<file path="config.mk">
export PLATFORM = sky130hd
export DESIGN_NAME = pkt_rx_seq
export DESIGN_NICKNAME = d
export VERILOG_FILES = /design/src/rtl/pkt_rx_seq_pkg.sv /design/src/rtl/prs_sym_cnt.sv /design/src/rtl/prs_pulse_reg.sv /design/src/rtl/prs_phase_fsm.sv /design/src/rtl/pkt_rx_seq.sv
export SDC_FILE = /design/constraint.sdc
export NUM_CORES = 1
export LEC_CHECK = 0
export BUFFER_PORTS_ARGS = -buffer_cell sky130_fd_sc_hd__buf_2
export CAP_MARGIN = 5
export CORE_MARGIN = 8
export CORE_UTILIZATION = 50
export CTS_CLUSTER_DIAMETER = 100
export CTS_CLUSTER_SIZE = 40
export DETAILED_ROUTE_END_ITERATION = 16
export PLACE_DENSITY = 0.72
export RECOVER_POWER = 50
export SYNTH_ARGS = -nofsm -noshare
export SYNTH_HDL_FRONTEND = slang
export SYNTH_HIERARCHICAL = 1
export SYNTH_SLANG_ARGS = --single-unit
</file>
<file path="constraint.sdc">
create_clock -name clk -period 9.9 [get_ports clk]
set_clock_uncertainty 0.15 [all_clocks]
set_input_delay 0.495 -clock clk [delete_from_list [all_inputs] [get_ports clk]]
set_output_delay 0.495 -clock clk [all_outputs]
set_load 0.03 [all_outputs]
</file>
<file path="src/rtl/pkt_rx_seq_pkg.sv">
package pkt_rx_seq_pkg;

  localparam int N_EST  = 4;
  localparam int N_UNIT = N_EST + 1;
  localparam int RAKE_U = N_EST;

  typedef enum logic [2:0] {
    ST_WAIT  = 3'd0,
    ST_CFO   = 3'd1,
    ST_ACQ   = 3'd2,
    ST_PATH  = 3'd3,
    ST_CHEST = 3'd4,
    ST_HOLD  = 3'd5,
    ST_SFD   = 3'd6,
    ST_DATA  = 3'd7
  } seq_state_t;

  // True when a count sits on the last symbol of a field of length len
  function automatic logic at_last(input int unsigned cnt, input int unsigned len);
    return cnt == (len - 1);
  endfunction

  function automatic logic in_preamble(input seq_state_t s);
    return (s == ST_CFO) || (s == ST_ACQ) || (s == ST_PATH) ||
           (s == ST_CHEST) || (s == ST_HOLD);
  endfunction

  // Done flag of the unit owning the current phase (0 when none owns it)
  function automatic logic own_done(input seq_state_t s, input logic [N_EST-1:0] d);
    case (s)
      ST_CFO:   return d[0];
      ST_ACQ:   return d[1];
      ST_PATH:  return d[2];
      ST_CHEST: return d[3];
      default:  return 1'b0;
    endcase
  endfunction

  // Enable pattern per state
  function automatic logic [N_UNIT-1:0] unit_enable(input seq_state_t s);
    logic [N_UNIT-1:0] e;
    e = '0;
    case (s)
      ST_CFO:          e[0] = 1'b1;
      ST_ACQ:          e[1] = 1'b1;
      ST_PATH:         e[2] = 1'b1;
      ST_CHEST:        e[3] = 1'b1;
      ST_SFD, ST_DATA: e[RAKE_U] = 1'b1;
      default:         e = '0;
    endcase
    return e;
  endfunction

  // Start pulse raised when moving from one state into another
  function automatic logic [N_UNIT-1:0] entry_pulse(input seq_state_t from,
                                                    input seq_state_t to);
    logic [N_UNIT-1:0] p;
    p = '0;
    if (from != to) begin
      case (to)
        ST_CFO:   p[0] = 1'b1;
        ST_ACQ:   p[1] = 1'b1;
        ST_PATH:  p[2] = 1'b1;
        ST_CHEST: p[3] = 1'b1;
        ST_SFD:   p[RAKE_U] = 1'b1;
        default:  p = '0;
      endcase
    end
    return p;
  endfunction

  // States whose entry starts a fresh symbol count
  function automatic logic restarts_count(input seq_state_t to);
    return (to == ST_CFO) || (to == ST_SFD) || (to == ST_DATA);
  endfunction

endpackage

</file>
<file path="src/rtl/prs_sym_cnt.sv">
module prs_sym_cnt #(
  parameter int W = 10
) (
  input  logic         clk,
  input  logic         rst,
  input  logic         clr,
  input  logic         inc,
  output logic [W-1:0] cnt
);

  always_ff @(posedge clk) begin
    if (rst || clr) begin
      cnt <= '0;
    end else if (inc) begin
      cnt <= cnt + 1'b1;
    end
  end

endmodule

</file>
<file path="src/rtl/prs_pulse_reg.sv">
module prs_pulse_reg #(
  parameter int W = 1
) (
  input  logic         clk,
  input  logic         rst,
  input  logic [W-1:0] d,
  output logic [W-1:0] q
);

  always_ff @(posedge clk) begin
    if (rst) begin
      q <= '0;
    end else begin
      q <= d;
    end
  end

endmodule

</file>
<file path="src/rtl/prs_phase_fsm.sv">
module prs_phase_fsm
  import pkt_rx_seq_pkg::*;
#(
  parameter int PRE_SYMS = 120,
  parameter int SFD_SYMS = 8,
  parameter int PAY_SYMS = 1024,
  parameter int CNT_W    = 10
) (
  input  logic             clk,
  input  logic             rst,
  input  logic             lock,
  input  logic             strobe,
  input  logic [N_EST-1:0] est_done,
  input  logic [CNT_W-1:0] sym_cnt,
  output seq_state_t       state_q,
  output seq_state_t       state_d,
  output logic             pre_end,
  output logic             abort_ev,
  output logic             pay_end
);

  logic cur_done;
  logic sfd_end;

  assign cur_done = own_done(state_q, est_done);
  assign pre_end  = strobe && in_preamble(state_q) && at_last(32'(sym_cnt), PRE_SYMS);
  assign sfd_end  = strobe && (state_q == ST_SFD)  && at_last(32'(sym_cnt), SFD_SYMS);
  assign pay_end  = strobe && (state_q == ST_DATA) && at_last(32'(sym_cnt), PAY_SYMS);

  always_comb begin
    state_d = state_q;
    case (state_q)
      ST_WAIT: begin
        if (lock) state_d = ST_CFO;
      end
      ST_CFO, ST_ACQ, ST_PATH: begin
        if (pre_end)       state_d = ST_WAIT;
        else if (cur_done) state_d = seq_state_t'(state_q + 3'd1);
      end
      ST_CHEST: begin
        // done on the last preamble strobe still counts as in time
        if (cur_done)     state_d = pre_end ? ST_SFD : ST_HOLD;
        else if (pre_end) state_d = ST_WAIT;
      end
      ST_HOLD: begin
        if (pre_end) state_d = ST_SFD;
      end
      ST_SFD: begin
        if (sfd_end) state_d = ST_DATA;
      end
      ST_DATA: begin
        if (pay_end) state_d = ST_WAIT;
      end
      default: state_d = ST_WAIT;
    endcase
  end

  assign abort_ev = pre_end && (state_d == ST_WAIT);

  always_ff @(posedge clk) begin
    if (rst) begin
      state_q <= ST_WAIT;
    end else begin
      state_q <= state_d;
    end
  end

endmodule

</file>
<file path="src/rtl/pkt_rx_seq.sv">
module pkt_rx_seq
  import pkt_rx_seq_pkg::*;
#(
  parameter int PRE_SYMS = 120,
  parameter int SFD_SYMS = 8,
  parameter int PAY_SYMS = 1024
) (
  input  logic              clk,
  input  logic              rst,
  input  logic              lock_i,
  input  logic              sym_stb_i,
  input  logic [N_EST-1:0]  est_done_i,
  output logic [N_UNIT-1:0] unit_en_o,
  output logic [N_UNIT-1:0] unit_start_o,
  output logic              data_valid_o,
  output logic              pkt_end_o,
  output logic              seq_err_o
);

  localparam int MAX_AB  = (PRE_SYMS > SFD_SYMS) ? PRE_SYMS : SFD_SYMS;
  localparam int MAX_LEN = (MAX_AB > PAY_SYMS) ? MAX_AB : PAY_SYMS;
  localparam int CNT_W   = (MAX_LEN > 2) ? $clog2(MAX_LEN) : 1;

  seq_state_t        state_q;
  seq_state_t        state_d;
  logic [CNT_W-1:0]  sym_cnt;
  logic              phase_change;
  logic              cnt_clr;
  logic              cnt_inc;
  logic              pre_end;
  logic              abort_ev;
  logic              pay_end;
  logic [N_UNIT-1:0] start_d;
  logic [1:0]        flag_d;
  logic [1:0]        flag_q;

  assign phase_change = (state_d != state_q);
  assign cnt_clr      = phase_change && restarts_count(state_d);
  assign cnt_inc      = sym_stb_i && (state_q != ST_WAIT);
  assign start_d      = entry_pulse(state_q, state_d);
  assign flag_d       = {abort_ev, pay_end};

  prs_phase_fsm #(
    .PRE_SYMS (PRE_SYMS),
    .SFD_SYMS (SFD_SYMS),
    .PAY_SYMS (PAY_SYMS),
    .CNT_W    (CNT_W)
  ) u_fsm (
    .clk      (clk),
    .rst      (rst),
    .lock     (lock_i),
    .strobe   (sym_stb_i),
    .est_done (est_done_i),
    .sym_cnt  (sym_cnt),
    .state_q  (state_q),
    .state_d  (state_d),
    .pre_end  (pre_end),
    .abort_ev (abort_ev),
    .pay_end  (pay_end)
  );

  prs_sym_cnt #(
    .W (CNT_W)
  ) u_cnt (
    .clk (clk),
    .rst (rst),
    .clr (cnt_clr),
    .inc (cnt_inc),
    .cnt (sym_cnt)
  );

  prs_pulse_reg #(
    .W (N_UNIT)
  ) u_start (
    .clk (clk),
    .rst (rst),
    .d   (start_d),
    .q   (unit_start_o)
  );

  prs_pulse_reg #(
    .W (2)
  ) u_flags (
    .clk (clk),
    .rst (rst),
    .d   (flag_d),
    .q   (flag_q)
  );

  assign seq_err_o    = flag_q[1];
  assign pkt_end_o    = flag_q[0];
  assign unit_en_o    = unit_enable(state_q);
  assign data_valid_o = (state_q == ST_DATA);

endmodule

</file>
==> summary.md <==
| Metric | Value |
|---|---|
| Post-CTS setup buffer count | `0` |
| #FFs+latches synth | `20` |
| Die Footprint | `around 4600 um2` |
| Drt total wl | `slightly above 3000 um` |
| Cell Pwr Density | `around 130 nW/um2` |
| Clock-pin slew on the worst setup and hold paths | `0.12 ns` |
| Final core utilization | `about three fifths` |
| Largest net degree at the start of global routing | `24` |
| Tmin final | `~4.0 ns` |
| Critical path type | `flop to flop` |
| Initial Util | `about 53%` |
| Post-route cell area | `roughly 1500 um2` |
| R2R Path End | `u_cnt/cnt[0]` |
| Worst Hold Depth | `2` |
| Vias per std cell | `around 6.2` |
| Tot GR Track Use | `~14%` |
| Post-cts resize count | `0` |
| Unrepaired setup endpoints after global routing | `false` |
| HP Start | `rst` |
| Die width | `67.50 um` |
| Site Rows | `18` |
| Outcome | `finished, final reports clean` |
| Worst hold endpoint | `u_start/q[4]` |
| Boundary Pins | `21` |
| Post-synth ARST share | `0%` |
| Slew headroom | `50.62%` |
| DIE HEIGHT | `roughly 68 um` |
| Yosys top cell area share | `30.19%` |
| Global-route wire length before repair | `5064 um` |
| Crit. End Element | `flop` |
| Placed Instances | `203` |
| Final hold vios | `0` |
| Reg2reg path depth | `12` |
| Clock buffers created by TritonCTS | `3` |
| Number of diodes | `0` |
| Syn Inst Count | `between 150 and 200` |
| Syn_area_per_cell | `about 8.4 um2` |
| WL/cell | `14.78 um` |
| Vias in the first global route | `between 1000 and 1500` |
| Sink Count | `20` |
| Layout Nets | `slightly below 200` |
| Post-route DRC | `0` |
| Detail Route Antenna Nets | `0` |
| Setup_tns | `0 ns` |
| Clk_lat worst skew | `0.30 ns` |
| Final setup viols | `0` |
| Most common cell in the netlist | `dfxtp_1` |
| Synth top area cells | `dfxtp_1 30%, ha_1 6.6%, nor2b_1 3.8%` |
| Mapped cell area | `1326 um2` |
| Launch point of the worst reg-to-reg path | `u_fsm/state_q[2]` |
| R2R setup slack | `between 5 and 6 ns` |
| Seq/Total Area, Yosys | `30.19%` |
| Yosys warning count | `6` |
| Routability congestion estimate | `between 0.9 and 1` |
| Critical Path RT | `about 9.9 ns` |
| FMAX | `approximately 0.25 GHz` |
| Placed wire-length estimate | `2315 um` |
| Post-DP Area | `between 1000 and 1500 um2` |
| Core area | `about 2500 um2` |
| Commonest cells post-synth | `20 x dfxtp_1, 13 x nor2_1, 10 x inv_1, 10 x nand2_1, 9 x nand3_1` |
| Maxcap violations | `0` |
| Crit path launch type | `flop` |
| Grt total ovfl | `0` |
| Yosys cell types | `53` |
| Pleak | `around 0.00056 uW` |
| CTS HTree Levels | `1` |
| Initial antenna violation count | `0` |
| Via count | `around 1300` |
| I/O Buffers | `20` |
| Layout area overhead | `10.94%` |
| EDFF count, synth | `0` |
| Maximum VDD drop | `0.1027 mV` |
| Worst-margin pin slew | `~0.73 ns` |
| Layout cells sized above 1 | `15.82%` |
| CTS tree | `done` |
| Primary FF master, synth | `dfxtp_1` |
| Hold Buf Count CTS | `0` |
| Worst hold path type | `input port to flop` |
| Post-synth top area cell | `dfxtp_1` |
| CTS Buffer Depth | `2` |
| Final period utilization | `between 40% and 50%` |
| Syn nets | `~170` |
| Crit path DAT | `approximately 4.0 ns` |
| Slew Limit Fails | `0` |
| Tot Pwr | `approximately 190 uW` |
| Critical-path maximum fanout | `23` |
| CTS Root Cell | `clkbuf_4` |
| Number of DRC markers in iteration 0 | `112` |
| Non-filler cells, final | `between 200 and 250` |
| Router iterations before antenna repair | `4` |
metrics by stage:
step | worst slack [ns] | hold WS (ns)
2_1_floorplan | 6.410 | 0.3250
3_3_place_gp | 6.242 | 0.3520
3_5_place_dp | 6.088 | 0.3598
4_1_cts | 6.050 | 0.3283
5_1_grt | 5.603 | 0.3225
6_report | 5.940 | 0.3348
critical path, cell delays in order (launching register included):
cell and delay [ns]:
dfxtp_1 0.81, inv_1 0.14, ha_1 0.30, a32oi_1 0.26, o21ai_0 0.26, o31a_1 0.35, or3_1 0.39, a2bb2oi_1 0.23
inv_1 0.14, or3_1 0.37, a22oi_2 0.14, or2_2 0.24, nor2_1 0.07
sequential cells by signal, summed over array words and instances, names as in the netlist:
signal,flops
u_flags/q,2
u_fsm/state_q,3
u_start/q,5
u_cnt/cnt,10
where the power goes:
| part | leakage, uW | switching [uW] | internal [uW] |
|---|---|---|---|
| logic | 0.000372 | 22.9 | 15.7 |
| clock network | 0.0000279 | 24.9 | 40.9 |
| registers | 0.000162 | 3.47 | 82.1 |
| total | 0.000561 | 51.3 | 139 |
cell type report:
| class | count | area (um2) |
|---|---|---|
| timing repair buffer | 20 | 85.08 |
| sequential | 20 | 400.4 |
| inverter | 11 | 42.54 |
| clock inverter | 1 | 30.03 |
| clock buffer | 3 | 22.52 |
| multi-input combinational | 122 | 853.3 |
| fill | 240 | 1028 |
| tap | 30 | 37.54 |
kinds of logic after synthesis:
logic type	Yosys count	share of synthesized area, %
AO/OA/AOI/OAI	38	21.89
XOR/XNOR	4	2.642
adder cells (fa/ha/maj)	7	6.603
buffers and inverters	16	4.905
flip-flops	20	30.19
multiplexers	1	0.7547
AND/OR/NAND/NOR	72	33.02
layer usage:
metal | vias to the layer above | global-route usage [%] | wire length (um)
met2 | 40 | 25.56 | 1516
met4 | 0 | 3.133 | 27
met3 | 6 | 3.808 | 235
met5 | - | 0 | 0
met1 | 611 | 15.32 | 1280
li1 | 624 | - | -
worst max-delay path by stage:
stage,start,end,slack (ns),depth (start not counted)
after global placement,u_fsm/state_q[2],u_cnt/cnt[2],6.24,12
final,u_fsm/state_q[2],u_cnt/cnt[0],5.94,12
after global routing,u_fsm/state_q[2],u_cnt/cnt[4],5.60,12
after floorplan,u_fsm/state_q[0],u_cnt/cnt[0],6.41,14
after CTS,u_fsm/state_q[2],u_cnt/cnt[0],6.05,12
after detailed placement,u_fsm/state_q[2],u_cnt/cnt[1],6.09,12
cells in the final DEF (no fill, tap or decap), types with 3 or more instances in the layout:
cell type  count
nor4_1         4
nand2_1       10
ha_1           7
a21oi_1        8
xor2_1         3
buf_2          8
o21ai_0        7
nor3b_1        3
or4_1          3
clkbuf_4       3
clkbuf_1      12
nand4_1        3
nor2_1        13
or3_1          3
nor3_1         3
dfxtp_1       20
nand3_1        9
nor2b_1        8
inv_1         10
(Power assumes the default switching activity.)
